$ cat config.mk
export PLATFORM = sky130hd
export DESIGN_NAME = cpwm_duty_top
export DESIGN_NICKNAME = d
export VERILOG_FILES = /design/src/rtl/cpwm_pkg.sv /design/src/rtl/cpwm_tri_counter.sv /design/src/rtl/cpwm_xfer_ctrl.sv /design/src/rtl/cpwm_out_stage.sv /design/src/rtl/cpwm_duty_top.sv
export SDC_FILE = /design/constraint.sdc
export NUM_CORES = 1
export LEC_CHECK = 0
export BUFFER_PORTS_ARGS = -buffer_cell sky130_fd_sc_hd__buf_4
export CORE_AREA = 10 10 88 148
export DETAILED_ROUTE_END_ITERATION = 7
export DIE_AREA = 0 0 98 158
export GPL_TIMING_DRIVEN = 0
export PLACE_DENSITY = 0.77
export SYNTH_ARGS = -nofsm -noshare
export SYNTH_HDL_FRONTEND = slang
export SYNTH_SLANG_ARGS = --single-unit
$ cat constraint.sdc
create_clock -name clk -period 3.7 [get_ports clk]
set_input_delay 0.37 -clock clk [delete_from_list [all_inputs] [get_ports clk]]
set_output_delay 0.37 -clock clk [all_outputs]
set_load 0.05 [all_outputs]
$ cat src/rtl/cpwm_pkg.sv
// Shared definitions for the complementary PWM block.
// Assumes: register addresses are 2 bits wide.
package cpwm_pkg;
    typedef enum logic [1:0] {
        XF_TRAIL_UNF = 2'b00,
        XF_LEAD_UNF  = 2'b01,
        XF_BOTH_UNF  = 2'b10,
        XF_LEAD_TOP  = 2'b11
    } xfer_mode_e;

    localparam logic [1:0] ADDR_PERIOD  = 2'd0;
    localparam logic [1:0] ADDR_BUFFER  = 2'd1;
    localparam logic [1:0] ADDR_CONTROL = 2'd2;

    localparam int CTRL_POL_NORM = 2;
    localparam int CTRL_POL_CNTR = 3;
endpackage

$ cat src/rtl/cpwm_tri_counter.sv
// Up/down triangle counter between 0 and the period value.
// Reloads START counting up while stopped; flags the top match and the
// down-count underflow at zero. Assumes START <= period.
module cpwm_tri_counter #(
    parameter int CW    = 16,
    parameter int START = 0
) (
    input  logic          clk,
    input  logic          rst_n,
    input  logic          run,
    input  logic [CW-1:0] period,
    output logic [CW-1:0] cnt,
    output logic          at_top,
    output logic          underflow
);
    localparam logic [CW-1:0] START_V = CW'(START);
    localparam logic [CW-1:0] ONE     = CW'(1);

    logic up;

    // Event decode from current count and direction.
    assign at_top    = run && up && (cnt == period);
    assign underflow = run && !up && (cnt == '0);

    // Triangle stepping, reload while stopped or in reset.
    always_ff @(posedge clk) begin
        if (!rst_n || !run) begin
            cnt <= START_V;
            up  <= 1'b1;
        end else if (up) begin
            if (cnt >= period) begin
                up  <= 1'b0;
                cnt <= cnt - ONE;
            end else begin
                cnt <= cnt + ONE;
            end
        end else if (cnt == '0) begin
            up  <= 1'b1;
            cnt <= ONE;
        end else begin
            cnt <= cnt - ONE;
        end
    end

    assert_unit_step_R2: assert property (@(posedge clk) disable iff (!rst_n)
        ($past(rst_n) && run && $past(run)) |->
        ((cnt == $past(cnt) + ONE) || (cnt == $past(cnt) - ONE)));

    assert_within_period_R2: assert property (@(posedge clk) disable iff (!rst_n)
        ($past(rst_n) && run && $past(run)) |-> (cnt <= period));
endmodule

$ cat src/rtl/cpwm_xfer_ctrl.sv
// Buffer-to-compare transfer control with out-of-range override.
// Chooses the copy event from the mode, or forces trailing-underflow copies
// while the override flag is set or the buffer is at/above the period.
module cpwm_xfer_ctrl #(
    parameter int CW = 16
) (
    input  logic                clk,
    input  logic                rst_n,
    input  cpwm_pkg::xfer_mode_e mode,
    input  logic [CW-1:0]       buf_val,
    input  logic [CW-1:0]       period,
    input  logic                lead_top,
    input  logic                lead_unf,
    input  logic                trail_unf,
    output logic [CW-1:0]       cmp,
    output logic                forced
);
    import cpwm_pkg::*;

    logic over, mode_evt, do_xfer;

    // Out-of-range detection on the buffered duty.
    assign over = (buf_val >= period);

    // Event selected by the mode field.
    always_comb begin
        unique case (mode)
            XF_TRAIL_UNF: mode_evt = trail_unf;
            XF_LEAD_UNF:  mode_evt = lead_unf;
            XF_BOTH_UNF:  mode_evt = lead_unf | trail_unf;
            default:      mode_evt = lead_top;
        endcase
    end

    // Override replaces the mode event with the trailing underflow.
    assign do_xfer = (forced || over) ? trail_unf : mode_evt;

    // Compare register copy.
    always_ff @(posedge clk) begin
        if (!rst_n)       cmp <= '0;
        else if (do_xfer) cmp <= buf_val;
    end

    // Sticky override flag: set on out-of-range, cleared by an in-range underflow copy.
    always_ff @(posedge clk) begin
        if (!rst_n)                             forced <= 1'b0;
        else if (over)                          forced <= 1'b1;
        else if (trail_unf && buf_val != '0)    forced <= 1'b0;
    end

    assert_forced_hold_R5: assert property (@(posedge clk) disable iff (!rst_n)
        (forced && !trail_unf) |=> $stable(cmp));

    assert_flag_clear_at_unf_R6: assert property (@(posedge clk) disable iff (!rst_n)
        ($past(rst_n) && $fell(forced)) |-> $past(trail_unf));

    assert_flag_set_on_over_R5: assert property (@(posedge clk) disable iff (!rst_n)
        over |=> forced);
endmodule

$ cat src/rtl/cpwm_out_stage.sv
// Registered complementary output pair with per-output polarity.
// Channel 0 compares against the leading counter (active while cmp > count);
// channel 1 against the trailing counter (active while cmp <= count).
module cpwm_out_stage #(
    parameter int CW = 16
) (
    input  logic          clk,
    input  logic          rst_n,
    input  logic          run,
    input  logic [CW-1:0] cmp,
    input  logic [CW-1:0] lead_cnt,
    input  logic [CW-1:0] trail_cnt,
    input  logic [1:0]    pol,
    output logic [1:0]    pwm
);
    localparam int NCH = 2;

    logic [NCH-1:0] active;

    // Phase conditions: normal is compare-above, counter-phase is its complement.
    assign active[0] = (cmp > lead_cnt);
    assign active[1] = !(cmp > trail_cnt);

    for (genvar ch = 0; ch < NCH; ch++) begin : g_ch
        // Output register with polarity; inactive level while stopped.
        always_ff @(posedge clk) begin
            if (!rst_n)   pwm[ch] <= 1'b0;
            else if (run) pwm[ch] <= active[ch] ? pol[ch] : !pol[ch];
            else          pwm[ch] <= !pol[ch];
        end
    end

    assert_idle_inactive_R8: assert property (@(posedge clk) disable iff (!rst_n)
        ($past(rst_n) && !$past(run)) |-> (pwm == ~$past(pol)));
endmodule

$ cat src/rtl/cpwm_duty_top.sv
// Complementary PWM generator with buffered duty register.
// Holds the period, buffer and control registers, runs the two offset
// triangle counters and the transfer logic. Assumes OFFSET < period.
module cpwm_duty_top #(
    parameter int CW         = 16,
    parameter int OFFSET     = 4,
    parameter int PERIOD_RST = 100
) (
    input  logic          clk,
    input  logic          rst_n,
    input  logic          run_en,
    input  logic          wr_en,
    input  logic [1:0]    wr_addr,
    input  logic [CW-1:0] wr_data,
    output logic          pwm_norm,
    output logic          pwm_cntr
);
    import cpwm_pkg::*;

    logic [CW-1:0] period_q, buf_q, cmp, lead_cnt, trail_cnt;
    xfer_mode_e    mode_q;
    logic [1:0]    pol_q, pwm;
    logic          lead_top, lead_unf, trail_top, trail_unf, forced;

    // Register write port; period only accepted while stopped.
    always_ff @(posedge clk) begin
        if (!rst_n) begin
            period_q <= CW'(PERIOD_RST);
            buf_q    <= '0;
            mode_q   <= XF_TRAIL_UNF;
            pol_q    <= 2'b11;
        end else if (wr_en) begin
            unique case (wr_addr)
                ADDR_PERIOD:  if (!run_en) period_q <= wr_data;
                ADDR_BUFFER:  buf_q <= wr_data;
                ADDR_CONTROL: begin
                    mode_q <= xfer_mode_e'(wr_data[1:0]);
                    pol_q  <= {wr_data[CTRL_POL_CNTR], wr_data[CTRL_POL_NORM]};
                end
                default: ;
            endcase
        end
    end

    cpwm_tri_counter #(.CW(CW), .START(OFFSET)) u_lead (
        .clk(clk), .rst_n(rst_n), .run(run_en), .period(period_q),
        .cnt(lead_cnt), .at_top(lead_top), .underflow(lead_unf));

    cpwm_tri_counter #(.CW(CW), .START(0)) u_trail (
        .clk(clk), .rst_n(rst_n), .run(run_en), .period(period_q),
        .cnt(trail_cnt), .at_top(trail_top), .underflow(trail_unf));

    cpwm_xfer_ctrl #(.CW(CW)) u_xfer (
        .clk(clk), .rst_n(rst_n), .mode(mode_q), .buf_val(buf_q),
        .period(period_q), .lead_top(lead_top), .lead_unf(lead_unf),
        .trail_unf(trail_unf), .cmp(cmp), .forced(forced));

    cpwm_out_stage #(.CW(CW)) u_out (
        .clk(clk), .rst_n(rst_n), .run(run_en), .cmp(cmp),
        .lead_cnt(lead_cnt), .trail_cnt(trail_cnt), .pol(pol_q), .pwm(pwm));

    assign pwm_norm = pwm[0];
    assign pwm_cntr = pwm[1];

    assert_period_frozen_R9: assert property (@(posedge clk) disable iff (!rst_n)
        ($past(rst_n) && run_en && $past(run_en)) |-> $stable(period_q));

    assert_lag_events_R2: assert property (@(posedge clk) disable iff (!rst_n)
        !(lead_unf && trail_unf) && !(lead_top && trail_top));
endmodule

==> run summary <==
Status - finished clean
Chip Width - 98 um
Die height - 158 um
Syn Nets - 872
Placed wire-length estimate - 14600 um
Routed via count - 5999
CTS sink cnt - 89
CP Launch Point - u_lead.cnt[0]
Cell taking the most area after synthesis - dfxtp_1
Crit path arrival time - 3.55 ns
Max-Cap Viols - 0
Worst r2r src - u_lead.cnt[0]
Element type at the critical path end - flop
Pre-CTS WS - 0.430 ns
Maximum root-to-sink buffer count - 2
# setup viols final - 0
Layout cells sized above 1 - 6.73%
Leak pwr - 2.75 nW
Slew headroom - 23.7%
Row cnt - 50
Kind of critical path - reg2reg
Clock root cell - clkbuf_16
Avg Cell Area, Syn - 7.97 um2
Cell count after placement - 916
Clk slew on worst S/H paths - 0.07 ns
Gr ovfl total - 0
Hold Path Class - in2reg
Number of synthesized flops with an enable pin - 0
Top cells by count, synth - nand2_1, dfxtp_1, ha_1
Power per cell area - 496 mW/mm2
Worst slew pin tran - 1.14 ns
Post-Syn Area - 0.00609 mm2
Critical path required time - 3.92 ns
Final Instance Count excl. Fillers - 932
Pre-antenna DRT Iters - 5
Largest net degree at the start of global routing - 17
Hold Crit Start - wr_data[2]
F_max - 0.301 GHz
N_diodes - 0
Filler instances - 932
Worst VDD drop - 0.321 mV
Async SR Flop Fraction - 0%
CTS tree - done
I/O pin total - 24
CTS buffer count - 9
Critical Path Start Type - flop
Post-Syn Instances - 764
Detail-routed via count per cell - 6.44
First-pass GRT wire length - 29400 um
Number of synthesis warnings - 0
Synth top area share - 29.3%
Synth-to-Final Area Change - 10.4%
NumNets Final - 905
CP Max Fanout - 10
Post-CTS Hold Buffers - 0
Top_reg_cell synth - dfxtp_1
Setup ws final - 0.375 ns
H-tree depth - 3
Overall routed net length - 18300 um
Buffer count from post-CTS setup fixing - 0
Final hold viol count - 0
Final Max Slew Viols - 0
Final Critical Period - 3.32 ns
Final TNS setup - 0 ns
Register area share after synthesis - 29.3%
Port bufs - 22
Post-synth cell types - 62
Register bit total from synthesis - 89
Initial antenna violation count - 0
Die area - 0.0155 mm2
Initial Util - 57.6%
Top post-synthesis cells by area - dfxtp_1, ha_1, a21oi_1
Clock Skews - 0.0102 ns
Initial drt markers - 383
RSZ-0062 raised after global routing - false
DRT antenna net count - 0
# DRC - 0
Routed wire length per instance - 19.7 um
Post-CTS resize count - 0
Core Area - 0.0106 mm2
Count leader, synth - nand2_1
Final period utilization - 89.9%
Gpl congestion - 0.945
Clock Latency Late Sink - 0.35 ns
Vias in the first global route - 5932
GR Util All Layers - 23.6%
-- through the flow --
step                      utilization (%)  cell area [um2]  power (mW)  hold slack [ns]
after floorplan                         -             6090        2.05            0.436
after global placement               60.7             6420        2.35            0.444
after detailed placement             60.7             6420        2.38            0.450
after CTS                            63.6             6720        3.33            0.246
after global routing                 63.6             6720        3.52            0.253
final                                63.6             6720        3.34            0.243
-- worst max-delay path, stage by stage, from the launching register on --
cell and delay, ns:
dfxtp_1 0.53, inv_1 0.18, ha_1 0.30, nand4_1 0.13
o21bai_1 0.08, a211o_1 0.33, a2111oi_4 0.75, buf_2 0.42
mux2i_1 0.28, xnor2_1 0.14, nor2_1 0.05
-- flip-flops by register name (all words and copies together), names as in the netlist --
name / count
u_out.pwm: 2
pol_q: 2
u_xfer.cmp: 16
u_xfer.forced: 1
buf_q: 16
period_q: 16
u_lead.up: 1
u_lead.cnt: 16
mode_q: 2
u_trail.cnt: 16
u_trail.up: 1
-- worst paths after layout --
path | cells past startpoint | end | slack [ns]
worst max-delay path | 10 | u_lead.cnt[14] | 0.38
worst max register to register | 10 | u_lead.cnt[14] | 0.38
worst min-delay path | 3 | pol_q[0] | 0.24
worst min register to register | 2 | period_q[4] | 0.46
-- area by class of cell --
cell class / instances / area, um2 / share of cell area (%)
multi-input combinational: 588 / 3980 / 59.1
sequential: 89 / 1780 / 26.5
clock buffer: 10 / 229 / 3.41
inverter: 60 / 228 / 3.39
timing repair buffer: 22 / 165 / 2.46
tap: 130 / 163 / 2.42
buffer: 27 / 106 / 1.58
clock inverter: 6 / 75.1 / 1.12
-- layer usage --
metal / vias up / GRT usage [%] / share of wire, %
li1: 2838 / - / -
met1: 2837 / 21.8 / 35
met2: 245 / 44.2 / 53
met3: 79 / 3.84 / 4.7
met4: 0 / 19.2 / 7.4
met5: - / 0 / 0
-- report_power, final --
| part | switching, mW | leakage (nW) | internal [mW] |
|---|---|---|---|
| clock network | 0.420 | 0.145 | 0.534 |
| logic | 0.734 | 1.88 | 0.469 |
| registers | 0.135 | 0.723 | 1.05 |
-- cell usage in the layout, fill, tap and decap left out, drive strengths merged, types with 3 or more instances in the layout --
cell and instances:
nand2 97, dfxtp 89, ha 86, a21oi 82, inv 62, nor2 49
o21ai 40, nand4 37, clkbuf 33, buf 26, nand3 21, mux2i 19
xnor2 17, nor3 15, nor4 13, nand2b 9, and3 8, a21o 7
a211oi 6, o211ai 6, o21a 6, a2111oi 6, or3 5, a31oi 5
a221oi 5, and4 4, nor2b 4, or2 4, o221a 3
-- kinds of logic after synthesis --
family,count (synthesis),synth area share [%]
adders and majority gates,86,17.7
DFF,89,29.3
and+or+nand+nor,277,22.6
buffers and inverters,87,5.48
xor gates and xnor gates,18,2.59
muxes,20,3.31
AOI/OAI and AO/OA,187,19.1
(Power assumes the default switching activity.)
